$ cat src/rtl/pdr_pkg.sv
package pdr_pkg;

  typedef enum logic [1:0] {
    DEPTH_6  = 2'd0,
    DEPTH_8  = 2'd1,
    DEPTH_10 = 2'd2,
    DEPTH_12 = 2'd3
  } depth_e;

  // number of kept bits; 0 means "keep everything"
  function automatic int keep_bits(input depth_e d);
    case (d)
      DEPTH_6:  return 6;
      DEPTH_8:  return 8;
      DEPTH_10: return 10;
      default:  return 0;
    endcase
  endfunction

endpackage

$ cat src/rtl/pdr_lane.sv
module pdr_lane #(
  parameter int PIX_W      = 12,
  parameter int LFSR_W     = 28,
  parameter int FC_W       = 4,
  parameter int TAP_ALT    = 3,
  parameter int TAP_COMMON = 3
) (
  input  logic              clk,
  input  logic              rst_n,
  input  logic              adv,
  input  logic              reload,
  input  logic              per_chan,
  input  logic              highpass,
  input  logic              dith_en,
  input  logic              trunc_eff,
  input  logic [PIX_W-1:0]  low_mask,
  input  logic [LFSR_W-1:0] seed,
  input  logic [FC_W-1:0]   fc,
  input  logic [PIX_W-1:0]  pix_in,
  output logic [PIX_W-1:0]  pix_out
);
  localparam int EXT = 3;
  localparam int SW  = PIX_W + EXT;

  function automatic logic [LFSR_W-1:0] lfsr_step(input logic [LFSR_W-1:0] s,
                                                  input logic alt);
    logic fb;
    fb = s[LFSR_W-1] ^ (alt ? s[TAP_ALT-1] : s[TAP_COMMON-1]);
    return {s[LFSR_W-2:0], fb};
  endfunction

  function automatic logic [PIX_W-1:0] sat_add(input logic [PIX_W-1:0] a,
                                               input logic signed [SW-1:0] n);
    logic signed [SW-1:0] t;
    t = $signed({{EXT{1'b0}}, a}) + n;
    if (t[SW-1])                         return '0;
    else if (t[SW-2:PIX_W] != '0)        return '1;
    else                                 return t[PIX_W-1:0];
  endfunction

  logic [LFSR_W-1:0]    state_q, cur_state;
  logic [PIX_W-1:0]     prev_q, prev_eff, slice, dithered;
  logic signed [SW-1:0] diff, noise;

  always_comb begin
    cur_state = reload ? (seed ^ LFSR_W'(fc)) : state_q;
    slice     = cur_state[PIX_W-1:0] & low_mask;
    prev_eff  = reload ? '0 : prev_q;
    diff      = $signed({{EXT{1'b0}}, slice}) - $signed({{EXT{1'b0}}, prev_eff});
    noise     = highpass ? (diff >>> 1) : $signed({{EXT{1'b0}}, slice});
    dithered  = sat_add(pix_in, noise) & ~low_mask;
    if (dith_en)        pix_out = dithered;
    else if (trunc_eff) pix_out = pix_in & ~low_mask;
    else                pix_out = pix_in;
  end

  always_ff @(posedge clk) begin
    if (!rst_n) begin
      state_q <= seed;
      prev_q  <= '0;
    end else if (adv) begin
      state_q <= lfsr_step(cur_state, per_chan);
      prev_q  <= slice;
    end
  end

  // register only moves on a valid pixel
  assert_lfsr_hold_R11: assert property (@(posedge clk) disable iff (!rst_n)
    !adv |=> $stable(state_q));

  // a nonzero register never collapses to zero by stepping
  assert_lfsr_nonzero_R5: assert property (@(posedge clk) disable iff (!rst_n)
    (state_q != '0 && !reload) |=> state_q != '0);

  // with dither off the noise path must not touch the pixel
  assert_no_dither_leak_R9: assert property (@(posedge clk) disable iff (!rst_n)
    (!dith_en && !trunc_eff) |-> pix_out == pix_in);

endmodule

$ cat src/rtl/pix_depth_reducer.sv
module pix_depth_reducer #(
  parameter int PIX_W      = 12,
  parameter int LFSR_W     = 28,
  parameter int FC_W       = 4,
  parameter int TAP_COMMON = 3,
  parameter int TAP_R      = 3,
  parameter int TAP_G      = 9,
  parameter int TAP_B      = 13
) (
  input  logic              clk,
  input  logic              rst_n,
  input  logic              cfg_trunc_en,
  input  logic              cfg_dither_en,
  input  logic [1:0]        cfg_depth,
  input  logic              cfg_ycc422,
  input  logic              cfg_chan_taps,
  input  logic              cfg_frame_reseed,
  input  logic              cfg_highpass,
  input  logic [LFSR_W-1:0] cfg_seed_r,
  input  logic [LFSR_W-1:0] cfg_seed_g,
  input  logic [LFSR_W-1:0] cfg_seed_b,
  input  logic              in_valid,
  input  logic              in_sof,
  input  logic              in_eol,
  input  logic [PIX_W-1:0]  in_r,
  input  logic [PIX_W-1:0]  in_g,
  input  logic [PIX_W-1:0]  in_b,
  output logic              out_valid,
  output logic              out_sof,
  output logic              out_eol,
  output logic [PIX_W-1:0]  out_r,
  output logic [PIX_W-1:0]  out_g,
  output logic [PIX_W-1:0]  out_b
);
  import pdr_pkg::*;

  localparam int NCH = 3;

  depth_e             dep;
  logic               trunc_eff, reload;
  logic [PIX_W-1:0]   low_mask;
  logic [FC_W-1:0]    fc_q, fc_lim;
  logic [LFSR_W-1:0]  seed_a [NCH];
  logic [PIX_W-1:0]   pin_a  [NCH];
  logic [PIX_W-1:0]   pout_a [NCH];

  function automatic logic [PIX_W-1:0] mask_for(input depth_e d);
    int k;
    k = keep_bits(d);
    if (k == 0) return '0;
    return PIX_W'((1 << (PIX_W - k)) - 1);
  endfunction

  always_comb begin
    dep       = depth_e'(cfg_depth);
    low_mask  = mask_for(dep);
    trunc_eff = cfg_trunc_en && (!cfg_ycc422 || dep == DEPTH_8 || dep == DEPTH_10);
    fc_lim    = (dep == DEPTH_6 || dep == DEPTH_8) ? '1 : FC_W'(3);
    reload    = in_valid && in_sof && cfg_frame_reseed;
    seed_a[0] = cfg_seed_r;
    seed_a[1] = cfg_seed_g;
    seed_a[2] = cfg_seed_b;
    pin_a[0]  = in_r;
    pin_a[1]  = in_g;
    pin_a[2]  = in_b;
  end

  always_ff @(posedge clk) begin
    if (!rst_n)      fc_q <= '0;
    else if (reload) fc_q <= (fc_q >= fc_lim) ? '0 : fc_q + 1'b1;
  end

  for (genvar i = 0; i < NCH; i++) begin : g_lane
    pdr_lane #(
      .PIX_W     (PIX_W),
      .LFSR_W    (LFSR_W),
      .FC_W      (FC_W),
      .TAP_ALT   ((i == 0) ? TAP_R : (i == 1) ? TAP_G : TAP_B),
      .TAP_COMMON(TAP_COMMON)
    ) u_lane (
      .clk      (clk),
      .rst_n    (rst_n),
      .adv      (in_valid),
      .reload   (reload),
      .per_chan (cfg_chan_taps),
      .highpass (cfg_highpass),
      .dith_en  (cfg_dither_en),
      .trunc_eff(trunc_eff),
      .low_mask (low_mask),
      .seed     (seed_a[i]),
      .fc       (fc_q),
      .pix_in   (pin_a[i]),
      .pix_out  (pout_a[i])
    );
  end

  always_ff @(posedge clk) begin
    if (!rst_n) begin
      out_valid <= 1'b0;
      out_sof   <= 1'b0;
      out_eol   <= 1'b0;
      out_r     <= '0;
      out_g     <= '0;
      out_b     <= '0;
    end else begin
      out_valid <= in_valid;
      out_sof   <= in_valid && in_sof;
      out_eol   <= in_valid && in_eol;
      if (in_valid) begin
        out_r <= pout_a[0];
        out_g <= pout_a[1];
        out_b <= pout_a[2];
      end
    end
  end

  // valid follows input one cycle later, pixel holds when idle
  assert_valid_latency_R12: assert property (@(posedge clk) disable iff (!rst_n)
    in_valid |=> out_valid);
  assert_idle_hold_R12: assert property (@(posedge clk) disable iff (!rst_n)
    !in_valid |=> (!out_valid && $stable(out_r) && $stable(out_g) && $stable(out_b)));

  // dropped bits are zero whenever reduction applies
  assert_low_bits_clear_R1: assert property (@(posedge clk) disable iff (!rst_n)
    (in_valid && (cfg_dither_en || trunc_eff))
      |=> ((out_r | out_g | out_b) & $past(low_mask)) == '0);

  // nothing enabled means identity
  assert_passthrough_R3: assert property (@(posedge clk) disable iff (!rst_n)
    (in_valid && !cfg_dither_en && !trunc_eff)
      |=> (out_r == $past(in_r) && out_g == $past(in_g) && out_b == $past(in_b)));

  // frame counter returns to zero at its limit
  assert_fc_wrap_R8: assert property (@(posedge clk) disable iff (!rst_n)
    (reload && fc_q >= fc_lim) |=> fc_q == '0);

endmodule

$ cat config.mk
export PLATFORM = sky130hd
export DESIGN_NAME = pix_depth_reducer
export DESIGN_NICKNAME = d
export VERILOG_FILES = /design/src/rtl/pdr_pkg.sv /design/src/rtl/pdr_lane.sv /design/src/rtl/pix_depth_reducer.sv
export SDC_FILE = /design/constraint.sdc
export NUM_CORES = 1
export LEC_CHECK = 0
export ABC_AREA = 1
export BUFFER_PORTS_ARGS = -buffer_cell sky130_fd_sc_hd__buf_2
export CAP_MARGIN = 15
export CORE_MARGIN = 1
export CORE_UTILIZATION = 56
export CTS_CLUSTER_DIAMETER = 50
export CTS_CLUSTER_SIZE = 20
export DETAILED_ROUTE_END_ITERATION = 10
export PLACE_DENSITY = 0.79
export SKIP_LAST_GASP = 1
export SYNTH_ARGS = -nofsm -noshare
export SYNTH_HDL_FRONTEND = slang
export SYNTH_SLANG_ARGS = --single-unit
$ cat constraint.sdc
create_clock -name clk -period 14.85 [get_ports clk]
set_clock_uncertainty 0.2 [all_clocks]
set_input_delay 4.455 -clock clk [delete_from_list [all_inputs] [get_ports clk]]
set_output_delay 4.455 -clock clk [all_outputs]
set_load 0.01 [all_outputs]
* Word level (Yosys, flattened, before mapping)
Cells that the tools add are included.
** Storage, ports and cells
- Input port bits :: 133
- Bits in registers :: 163
- Logic and storage cells :: 91
- Output and inout bits :: 39
** Operators by class
- Shift-type cells :: 1
- $lt $le $gt $ge :: 1
- Multiplexer cells :: 35
- Bitwise gates (word level) :: 16
- Reduce and logical (&&, ||, !) cells :: 13
- Equality and inequality tests :: 3
- Add/subtract/negate cells :: 9
** Operators by type and width (number)
- $mux 28 :: 9
- $mux 12 :: 17
- $and 12x12->12 :: 9
- $xor 28x4->28 :: 3
- $add 13x15->15 :: 3
- $mux 15 :: 3
- $sub 12x12->13 :: 3
- $logic_not 32->1 :: 1
- $shl 1x32->12 const A :: 1
- $sub 5x32->32 const A :: 1
- $not 12->12 :: 1
- $pmux 4 s3 :: 1
- $sub 12x2->12 const B :: 1
- $mux 4 :: 2
- $reduce_bool 2->1 :: 3
- $add 4x1->4 const B :: 1
- $ge 4x4->1 :: 1
- $logic_and 1x1->1 :: 4
- $logic_or 1x1->1 :: 3
- $mux 1 :: 3
- $xor 1x1->1 :: 3
- $eq 2x1->1 const B :: 1
- $eq 2x2->1 const B :: 1
- $logic_not 2->1 :: 1
- 2 further kinds :: 2

* Longest topological paths before layout
Gate-level depths: netlist of run 1.
- Depth in word-level cells :: 15
- Mapped depth :: 35
- Depth with buffers taken out :: 32

* Hierarchy
From an unflattened synthesis of run 1, not the netlist that was laid out.
** Unflattened totals
- Cell total of the unflattened synthesis :: 1831
- Area total of the unflattened synthesis :: 13052.5 µm²
** By module, submodules not included
- pdr_lane (g_lane[1].u_lane) :: times used 1, cells an instance 539, seq. area each 1081.0 µm², area an instance 3824.9 µm²
- pdr_lane (g_lane[2].u_lane) :: times used 1, cells an instance 538, seq. area each 1081.0 µm², area an instance 3822.4 µm²
- pdr_lane (g_lane[0].u_lane) :: times used 1, cells an instance 541, seq. area each 1081.0 µm², area an instance 3793.6 µm²
- pix_depth_reducer :: times used 1, cells an instance 213, seq. area each 860.8 µm², area an instance 1611.5 µm²

* Worst setup path before layout of run 1
No wires, ideal clock.
- Kind :: input to register
- From :: in in_valid
- To :: reg out_b[2]
- Path buffers :: 6
- Stages :: 29
- Data arrival time :: 8556 ps
- Data required time :: 14591 ps
- Library setup time :: 59 ps
- Slack :: 6035 ps
- Cell sequence :: buf_2 nand3_4 buf_2 buf_1 clkbuf_1 buf_1 nand2_1 fa_1 a21oi_1 a21oi_2 nand3_1 nand2_2 nand3_1 nand2_1 o21ai_0 a21oi_1 ha_1 nand2_1 nor2_1 nand3_1 o2111ai_1 a21oi_1 nand3_2 buf_4 nand3_1 nand2_1 nand2_1 nand2_1 nand2_1
** On the way
- Word-level cells in the longest chain between the ends :: 12
- Elaborated cells on any way between the ends :: 13
- Those cells by class :: add/sub: 2; mux: 6; bitwise: 2; reduce/logical: 3
** RTL lines
- start: declaration :: RTL line pix_depth_reducer.sv:22 : input logic in_valid,
- $logic_and 1x1->1 (2 in a row) :: RTL line pix_depth_reducer.sv:59 : reload = in_valid && in_sof && cfg_frame_reseed;
- $mux 28 :: RTL line pdr_lane.sv:46 : cur_state = reload ? (seed ^ LFSR_W'(fc)) : state_q;
- $and 12x12->12 :: RTL line pdr_lane.sv:47 : slice = cur_state[PIX_W-1:0] & low_mask;
- $sub 12x12->13 :: RTL line pdr_lane.sv:49 : diff = $signed({{EXT{1'b0}}, slice}) - $signed({{EXT{1'b0}}, prev_eff});
- $mux 15 :: RTL line pdr_lane.sv:50 : noise = highpass ? (diff >>> 1) : $signed({{EXT{1'b0}}, slice});
- $add 13x15->15 :: RTL line pdr_lane.sv:35 : t = $signed({{EXT{1'b0}}, a}) + n;
- $reduce_bool 2->1 :: RTL line pdr_lane.sv:37 : else if (t[SW-2:PIX_W] != '0) return '1;
- $mux 12 :: RTL line pdr_lane.sv:37
- $mux 12 :: RTL line pdr_lane.sv:36 : if (t[SW-1]) return '0;
- $and 12x12->12 :: RTL line pdr_lane.sv:51 : dithered = sat_add(pix_in, noise) & ~low_mask;
- $mux 12 :: RTL line pdr_lane.sv:52 : if (dith_en) pix_out = dithered;
- end signal: assignment :: RTL line pix_depth_reducer.sv:112 : out_b <= pout_a[2];
- end: declaration :: RTL line pix_depth_reducer.sv:33 : output logic [PIX_W-1:0] out_b
Parallel ways exist; a longest one is shown, timed or not.
A chain may end at the register's enable or synchronous reset.

* Worst setup path after layout of run 1
- From :: in in_valid
- To :: reg out_g[4]
** On the way
- Word-level cells in the longest chain between the ends :: 12
- Elaborated cells on any way between the ends :: 13
- Those cells by class :: add/sub: 2; mux: 6; bitwise: 2; reduce/logical: 3
** RTL lines
- $logic_and 1x1->1 (2 in a row) :: RTL line pix_depth_reducer.sv:59
- $mux 28 :: RTL line pdr_lane.sv:46
- $and 12x12->12 :: RTL line pdr_lane.sv:47
- $sub 12x12->13 :: RTL line pdr_lane.sv:49
- $mux 15 :: RTL line pdr_lane.sv:50
- $add 13x15->15 :: RTL line pdr_lane.sv:35
- $reduce_bool 2->1 :: RTL line pdr_lane.sv:37
- $mux 12 :: RTL line pdr_lane.sv:37
- $mux 12 :: RTL line pdr_lane.sv:36
- $and 12x12->12 :: RTL line pdr_lane.sv:51
- $mux 12 :: RTL line pdr_lane.sv:52
- end signal: assignment :: RTL line pix_depth_reducer.sv:111 : out_g <= pout_a[1];
- end: declaration :: RTL line pix_depth_reducer.sv:32 : output logic [PIX_W-1:0] out_g,
Parallel ways exist; a longest one is shown, timed or not.

==> impl_metrics.json, run 1 <==
{
  "status": "completed",
  "internal_power_mw": 0.892,
  "r2r-end": "out_g[4]$_SDFFE_PN0P_",
  "grt_usage": 0.280,
  "cts_max_path_buffers": 2,
  "cp-startpoint": "in_valid",
  "slew_violations": 0,
  "antenna_found_initial": 8,
  "drc": 0,
  "netlist_instances": 1628,
  "p_seq_frac": 0.396,
  "synth_top_area_share": 0.221,
  "worstReg2RegStart": "fc_q[0]$_SDFFE_PN0P_",
  "cts_tree": "built",
  "drt_first_pass_iters": 6,
  "grt_first_pass_wirelength_um": 46300,
  "hold_path_class": "flop to flop",
  "io_buffers": 171,
  "gr-total-overflow": 0,
  "switching_share": 0.331,
  "tns_ns": 0,
  "endpoint": "out_g[4]$_SDFFE_PN0P_",
  "layout.nets": 1968,
  "ys_warn_count": 0,
  "period_minus_slack_ns": 9.73,
  "slew_headroom": 0.368,
  "maxCapViolCount": 0,
  "whs_path_depth": 2,
  "cpPeakStageDelay_ns": 0.72,
  "wl_per_cell_um": 13.9,
  "cp.required_ns": 14.98,
  "synth_area_leaders": "edfxtp_1, nand2_1, dfxtp_1",
  "max_slew.worst_pin.slew_ns": 0.949,
  "critPathArrivalTime_ns": 9.85,
  "vias": 10975,
  "clk-insertion-delay-late_ns": 0.44,
  "crit_fanout": 102,
  "finalWirelength_um": 28400,
  "grt_pass1_vias": 9850,
  "dieArea_mm2": 0.0210,
  "max_freq_mhz": 103,
  "cts_max_level": 4,
  "clk_pin_slew_ns": 0.07,
  "vias_per_cell": 5.36,
  "worst_path_max_delay_cell": "buf_4",
  "start_util": 0.579,
  "p_per_area_mw_per_mm2": 103,
  "ant_nets": 0,
  "fp.dieH_um": 145,
  "drive_above_1_share": 0.136,
  "grt_max_degree": 103,
  "comb_power_share": 0.269,
  "finalCritPeriodShare": 0.655,
  "ir_drop_mv": 0.0759,
  "clockRootBuffer": "clkbuf_16",
  "cts_buffers": 17,
  "startpoint_type": "input port",
  "place_congestion": 0.958,
  "hpwlAfterDp_um": 20500,
  "final_core_util": 0.657,
  "dpl-instance-area_mm2": 0.0124,
  "synth_cell_types": 46,
  "synth_largest_area_cell": "edfxtp_1",
  "fin_area_mm2": 0.0130,
  "core-area_mm2": 0.0197,
  "ys_seq_area_frac": 0.360,
  "syn_area_mm2": 0.0114,
  "hold_violations": 0,
  "end_kind": "flop",
  "postCtsSetupBuffers": 0,
  "rows": 51,
  "synth.avg_cell_area_um2": 7.01,
  "post-place-ws_ns": 4.79,
  "fillers": 1790,
  "r2r_cells": 31,
  "rrSetupSlack_ns": 9.81,
  "holdBufCountCts": 0,
  "cts-resized-gates": 0,
  "ios": 172,
  "setup_viol": 0,
  "clock_sinks": 163,
  "critPathKind": "input port to flop",
  "power_switching_mw": 0.442,
  "synth.ff_latch_count": 163,
  "whs_ns": 0.228,
  "multi_input_area_mm2": 0.00653,
  "fp.dieW_um": 145,
  "p_clk_frac": 0.335,
  "drt_iter0_drc": 693,
  "leakage_nw": 6.16,
  "setup_ws_ns": 5.12,
  "regArea_mm2": 0.00410,
  "crit_top_cell": "nand2_1",
  "syn2layout_area_growth_pct": 13.6,
  "rsz0062_at_grt": "false"
}
layout by cell type, fill, tap and decap left out, types with 8 or more instances in the layout:
master     Yosys  layout
nand4_1       17      17
xnor2_1       26      26
o21ai_0      110     110
inv_1        124     123
edfxtp_1      84      84
nand2_1      507     507
a21oi_1      176     176
ha_1          63      63
nand3_1       88      88
conb_1         1      15
clkbuf_16      0      17
dfxtp_1       79      79
xor2_1        27      27
buf_2         17     171
o22ai_1        8       8
nand2_2       14      14
nor2_1       157     156
how the worst min path moves through the flow:
stage | startpoint | to
finish | g_lane[1].u_lane.prev_q[8]$_SDFFE_PN0P_ | g_lane[1].u_lane.prev_q[8]$_SDFFE_PN0P_
global route | g_lane[1].u_lane.prev_q[10]$_SDFFE_PN0P_ | g_lane[1].u_lane.prev_q[10]$_SDFFE_PN0P_
CTS | g_lane[1].u_lane.prev_q[8]$_SDFFE_PN0P_ | g_lane[1].u_lane.prev_q[8]$_SDFFE_PN0P_
detailed placement | g_lane[1].u_lane.prev_q[8]$_SDFFE_PN0P_ | g_lane[1].u_lane.prev_q[8]$_SDFFE_PN0P_
global placement | g_lane[1].u_lane.prev_q[10]$_SDFFE_PN0P_ | g_lane[1].u_lane.prev_q[10]$_SDFFE_PN0P_
floorplan | g_lane[0].u_lane.prev_q[10]$_SDFFE_PN0P_ | g_lane[0].u_lane.prev_q[10]$_SDFFE_PN0P_
flip-flops by register name, indices dropped and copies added (netlist names):
| name | cells |
|---|---|
| out_sof | 1 |
| g_lane.u_lane.state_q | 84 |
| fc_q | 4 |
| out_b | 12 |
| out_eol | 1 |
| out_valid | 1 |
| out_g | 12 |
| g_lane.u_lane.prev_q | 36 |
| out_r | 12 |
metal layers:
metal | global-route usage | part of all wire
met5 | 0 | 0.0018
met1 | 0.365 | 0.45
met2 | 0.453 | 0.46
met3 | 0.0744 | 0.075
met4 | 0.0820 | 0.011
worst max-delay path: cells and delay by family:
kind                       cells  cell delay, ns
and+or+nand+nor               20            2.24
AOI/OAI and AO/OA              7            1.23
adders and majority gates      2            0.75
buffers and inverters          4            1.12
layout make-up:
cell class              count  share of cell area
diodes                      5            0.000965
clock buffers              17              0.0328
clock inverters            15              0.0121
inverters                 131              0.0381
multi-input cells        1275               0.504
flip-flops and latches    163               0.317
well taps                 265              0.0256
repair buffers            178              0.0701
metrics by stage:
step	std cells	total power [mW]
global route	2046	1.41
global placement	2012	0.883
CTS	2044	1.34
finish	2049	1.33
detailed placement	2012	0.891
floorplan	1642	0.803
cell usage after synthesis, drive strengths merged:
cell type	instances
a2111oi	2
a211o	1
a211oi	1
a21boi	7
a21o	5
a21oi	177
a22o	5
a31oi	2
and2	1
buf	32
clkbuf	41
clkinv	2
conb	1
dfxtp	79
edfxtp	84
fa	6
ha	63
inv	129
mux2i	3
nand2	521
nand3	94
nand4	17
nor2	161
nor3	4
o2111ai	2
o211ai	3
o21a	1
o21ai	116
o21bai	5
o22ai	8
o31ai	2
xnor2	26
xor2	27
power by group through the flow:
stage | combinational (mW) | sequential (mW) | clock, mW
floorplan | 0.264 | 0.540 | 0
global route | 0.408 | 0.532 | 0.474
detailed placement | 0.354 | 0.538 | 0
global placement | 0.347 | 0.536 | 0
finish | 0.359 | 0.528 | 0.447
CTS | 0.356 | 0.528 | 0.456
kinds of logic after synthesis:
logic type,synth area share
buffers and inverters,0.0739
and+or+nand+nor,0.285
xor gates and xnor gates,0.0407
adders and majority gates,0.0796
DFF,0.360
AOI/OAI and AO/OA,0.158
other,0.000329
muxes,0.00263
Note: power is estimated with default switching activity, not from simulation.
==> run 2: changes to the inputs <==
==> constraint.sdc (replaced) <==
create_clock -name clk -period 10 [get_ports clk]
set_clock_uncertainty 0.2 [all_clocks]
set_input_delay 3 -clock clk [delete_from_list [all_inputs] [get_ports clk]]
set_output_delay 3 -clock clk [all_outputs]
set_load 0.01 [all_outputs]
==> run 2 against run 1 <==
  * Flip-flop and latch count unchanged
  * Final area up 0.30%
  * Routed wire length down 1.1%
  * Worst hold slack worse by 0.0018 ns
  * Non-clock buffer count unchanged
  * Global-route usage fell by 0.34 points
  * Via count decreased by 0.57%
==> impl_metrics.json, run 2 (synthesis results as in run 1) <==
{
  "largest_reg_flops": 84,
  "met3_usage": 0.0698,
  "holdBufCountCts": 0,
  "critPathArrivalTime_ns": 7.97,
  "status": "completed",
  "post-place-ws_ns": 1.84,
  "final_cell_mix": "nand2_1, a21oi_1, buf_2",
  "fillers": 1825,
  "io_buffers": 171,
  "cts_buffers": 17,
  "clk_pin_slew_ns": 0.06,
  "slew_violations": 0,
  "max_freq_mhz": 127,
  "ant_nets": 0,
  "p_per_area_mw_per_mm2": 156,
  "ios": 172,
  "cts_max_path_buffers": 2,
  "cpPeakStageDelay_ns": 0.50,
  "hold_path_class": "flop to flop",
  "place_congestion": 0.941,
  "grt_first_pass_wirelength_um": 45900,
  "largest-register": "g_lane.u_lane.state_q",
  "drive_above_1_share": 0.135,
  "dieArea_mm2": 0.0210,
  "end_kind": "flop",
  "cp.required_ns": 10.12,
  "tns_ns": 0,
  "setup_ws_ns": 2.15,
  "period_minus_slack_ns": 7.85,
  "leakage_nw": 6.18,
  "drt_first_pass_iters": 5,
  "fp.dieH_um": 145,
  "slew_headroom": 0.419,
  "ir_drop_mv": 0.121,
  "hpwlAfterDp_um": 20400,
  "rows": 51,
  "grt_max_degree": 89,
  "met2_usage": 0.456,
  "crit_fanout": 31,
  "dpl-instance-area_mm2": 0.0124,
  "grt_busiest_layer": "met2",
  "p_total_mw": 2.03,
  "setup_viol": 0,
  "clock_sinks": 163,
  "start_util": 0.579,
  "layout.nets": 1968,
  "maxCapViolCount": 0,
  "wl_per_cell_um": 13.7,
  "drc": 0,
  "gr-total-overflow": 0,
  "postCtsSetupBuffers": 0,
  "drt_iter0_drc": 563,
  "finalWirelength_um": 28100,
  "vias_per_cell": 5.33,
  "core-area_mm2": 0.0197,
  "critPathKind": "input port to flop",
  "clockRootBuffer": "clkbuf_16",
  "rsz0062_at_grt": "false",
  "grt_use_met1": 0.358,
  "finalCritPeriodShare": 0.785,
  "max_slew.worst_pin.slew_ns": 0.870,
  "top_regs": "g_lane.u_lane.state_q: 84 flops, g_lane.u_lane.prev_q: 36 flops",
  "final_common_cell": "nand2_1",
  "antenna_found_initial": 7,
  "vias": 10912,
  "cts_tree": "built",
  "startpoint_type": "input port",
  "fin_area_mm2": 0.0130,
  "crit_top_cell": "nand2_1",
  "hold_violations": 0,
  "grt_pass1_vias": 9789,
  "cts-resized-gates": 0,
  "cts_max_level": 4,
  "clk-insertion-delay-late_ns": 0.43,
  "worst_path_max_delay_cell": "nor2_4",
  "grt_usage": 0.276,
  "fp.dieW_um": 145,
  "syn2layout_area_growth_pct": 13.9
}
[run 2: cell types whose count changed in the layout (fill, tap and decap cells not counted), sizes merged]
cell	previous run	this run
inv	140	134
bufinv	1	4
clkbuf	17	19
clkinv	5	6
diode	5	2
[run 2: layout make-up]
class	count	area (µm²)	area share
Multi-Input combinational cell	1275	6530	0.502
Sequential cell	163	4100	0.316
Timing Repair Buffer	178	908	0.0699
Inverter	131	494	0.0380
Clock buffer	19	433	0.0333
Tap cell	265	332	0.0255
Clock inverter	13	195	0.0150
Antenna cell	2	5.00	0.000385
[run 2: metal layers]
| layer | vias to the layer above | wire length, µm |
|---|---|---|
| li1 | 5665 | - |
| met1 | 4868 | 12800 |
| met2 | 332 | 12800 |
| met3 | 37 | 2120 |
| met4 | 10 | 350 |
| met5 | - | 65 |
[run 2: path summary, 6_finish.rpt]
kind                                           startpoint                                      end  slack (ns)  depth (start not counted)
setup / recovery                                 in_valid                    out_g[5]$_SDFFE_PN0P_        2.15                         32
hold / removal    g_lane[1].u_lane.prev_q[8]$_SDFFE_PN0P_  g_lane[1].u_lane.prev_q[8]$_SDFFE_PN0P_        0.23                          2
setup reg to reg                     fc_q[0]$_SDFFE_PN0P_                    out_g[5]$_SDFFE_PN0P_        5.04                         31
hold reg to reg   g_lane[1].u_lane.prev_q[8]$_SDFFE_PN0P_  g_lane[1].u_lane.prev_q[8]$_SDFFE_PN0P_        0.23                          2
[run 2: stage by stage]
| step | instances | util | hold slack, ns |
|---|---|---|---|
| global route | 2044 | 0.659 | 0.235 |
| finish | 2046 | 0.659 | 0.226 |
| global placement | 2012 | 0.627 | 0.215 |
| detailed placement | 2012 | 0.627 | 0.218 |
| CTS | 2044 | 0.659 | 0.227 |
| floorplan | 1642 | - | 0.208 |
[run 2: where the power goes]
group,switching (mW),leakage (nW),internal (mW)
clock,0.288,0.307,0.423
combinational,0.328,4.37,0.204
sequential,0.0184,1.49,0.765
total,0.634,6.18,1.39
[run 2: worst max-delay path: cells and delay by family]
family,cells,cell delay [ns]
AO/OA/AOI/OAI,7,1.16
adder cells (fa/ha/maj),2,0.76
buffers and inverters,3,0.37
AND/OR/NAND/NOR,20,2.66
==> run 3: changes to the inputs <==
==> constraint.sdc (replaced) <==
create_clock -name clk -period 7.6 [get_ports clk]
set_clock_uncertainty 0.2 [all_clocks]
set_input_delay 2.28 -clock clk [delete_from_list [all_inputs] [get_ports clk]]
set_output_delay 2.28 -clock clk [all_outputs]
set_load 0.01 [all_outputs]
==> run 3 against run 2 <==
  * Register-to-register slack worse by 2.5 ns
  * Total power up 32%
  * Final area up 0.43%
  * Core utilization up 0.29 points
  * Non-clock buffer count up 6
  * Critical endpoint is now out_g[1]$_SDFFE_PN0P_
==> impl_metrics.json, run 3 (synthesis results as in run 1) <==
{
  "rsz0062_at_grt": "false",
  "core-area_mm2": 0.0197,
  "period_minus_slack_ns": 7.02,
  "cp.required_ns": 7.71,
  "crit_top_cell": "nand2_1",
  "slew_headroom": 0.406,
  "start_util": 0.579,
  "cts_max_level": 4,
  "drt_iter0_drc": 699,
  "fillers": 1745,
  "io_buffers": 171,
  "finalWirelength_um": 28900,
  "setup_ws_ns": 0.584,
  "dieArea_mm2": 0.0210,
  "critPathKind": "input port to flop",
  "crit_family": "simple AND/OR/NAND/NOR gates",
  "leakage_nw": 6.21,
  "fin_cells": 2051,
  "vias": 11020,
  "largest_reg_flops": 84,
  "drt_first_pass_iters": 6,
  "max_freq_mhz": 143,
  "tns_ns": 0,
  "top_regs": "g_lane.u_lane.state_q: 84 flops, g_lane.u_lane.prev_q: 36 flops",
  "cpPeakStageDelay_ns": 0.39,
  "cts_tree": "built",
  "rows": 51,
  "p_total_mw": 2.68,
  "cts_buffers": 17,
  "end_kind": "flop",
  "hpwlAfterDp_um": 21000,
  "max_slew.worst_pin.slew_ns": 0.889,
  "ant_nets": 0,
  "place_congestion": 0.929,
  "place_inst": 2018,
  "clockRootBuffer": "clkbuf_16",
  "clock_sinks": 163,
  "antenna_found_initial": 4,
  "grt_usage": 0.282,
  "cts_max_path_buffers": 2,
  "grt_max_degree": 89,
  "largest-register": "g_lane.u_lane.state_q",
  "setup_viol": 0,
  "ir_drop_mv": 0.163,
  "post-place-ws_ns": 0.231,
  "grt_pass1_vias": 9943,
  "final_cell_mix": "nand2_1, a21oi_1, buf_2",
  "worst-path-buf-inv": 5,
  "gr-total-overflow": 0,
  "status": "completed",
  "maxCapViolCount": 0,
  "p_per_area_mw_per_mm2": 205,
  "worst_path_max_delay_cell": "fa_1",
  "finalCritPeriodShare": 0.923,
  "vias_per_cell": 5.37,
  "layout.nets": 1975,
  "startpoint_type": "input port",
  "hold_path_class": "flop to flop",
  "crit_fanout": 12,
  "ios": 172,
  "drc": 0,
  "clk-insertion-delay-late_ns": 0.43,
  "wl_per_cell_um": 14.1,
  "fp.dieH_um": 145,
  "final_common_cell": "nand2_1",
  "fp.dieW_um": 145,
  "syn2layout_area_growth_pct": 14.4,
  "critPathArrivalTime_ns": 7.13,
  "hold_violations": 0,
  "grt_first_pass_wirelength_um": 47000,
  "clk_pin_slew_ns": 0.06,
  "drive_above_1_share": 0.139,
  "slew_violations": 0
}
## run 3: worst paths after layout
path / from / to / slack (ns) / depth (start not counted)
worst max-delay path: in_valid / out_g[1]$_SDFFE_PN0P_ / 0.58 / 32
worst min-delay path: g_lane[1].u_lane.prev_q[7]$_SDFFE_PN0P_ / g_lane[1].u_lane.prev_q[7]$_SDFFE_PN0P_ / 0.22 / 2
worst max register to register: fc_q[0]$_SDFFE_PN0P_ / out_g[1]$_SDFFE_PN0P_ / 2.55 / 31
worst min register to register: g_lane[1].u_lane.prev_q[7]$_SDFFE_PN0P_ / g_lane[1].u_lane.prev_q[7]$_SDFFE_PN0P_ / 0.22 / 2
## run 3: power by group
group	total [mW]	internal (mW)	switching (mW)
clock	0.939	0.558	0.381
sequential	1.03	1.01	0.0239
combinational	0.709	0.271	0.439
## run 3: tightest hold or removal path: stages, from the launching register on
cell	delay [ns]
dfxtp_1	0.31
inv_1	0.04
nor2_1	0.03
## run 3: what timing repair did
action | in CTS | in global routing
resized for setup | 0 | 1
endpoints found under the setup margin | 0 | 12
buffers inserted | 0 | 0
hold buffers | 0 | 0
hold endpoints to repair | 0 | 0
## run 3: per-stage QoR
stage	area, µm²	hold WS (ns)	utilization
floorplan	11500	0.208	-
global placement	12400	0.215	0.629
detailed placement	12400	0.217	0.629
CTS	13000	0.227	0.661
global route	13100	0.245	0.662
finish	13100	0.224	0.662
## run 3: final cells by class
| class | count | area (µm²) | area share |
|---|---|---|---|
| multi-input combinational | 1276 | 6540 | 0.501 |
| clock inverter | 13 | 199 | 0.0152 |
| antenna | 1 | 2.50 | 0.000192 |
| tap | 265 | 332 | 0.0254 |
| clock buffer | 18 | 429 | 0.0329 |
| inverter | 131 | 494 | 0.0379 |
| timing repair buffer | 184 | 953 | 0.0730 |
| sequential | 163 | 4100 | 0.314 |
## run 3: per-layer routing
metal	GRT usage	share of wire	wire (µm)
met1	0.370	0.46	13300
met2	0.465	0.45	13100
met3	0.0668	0.073	2110
met4	0.0753	0.014	395
met5	0	0.0012	35
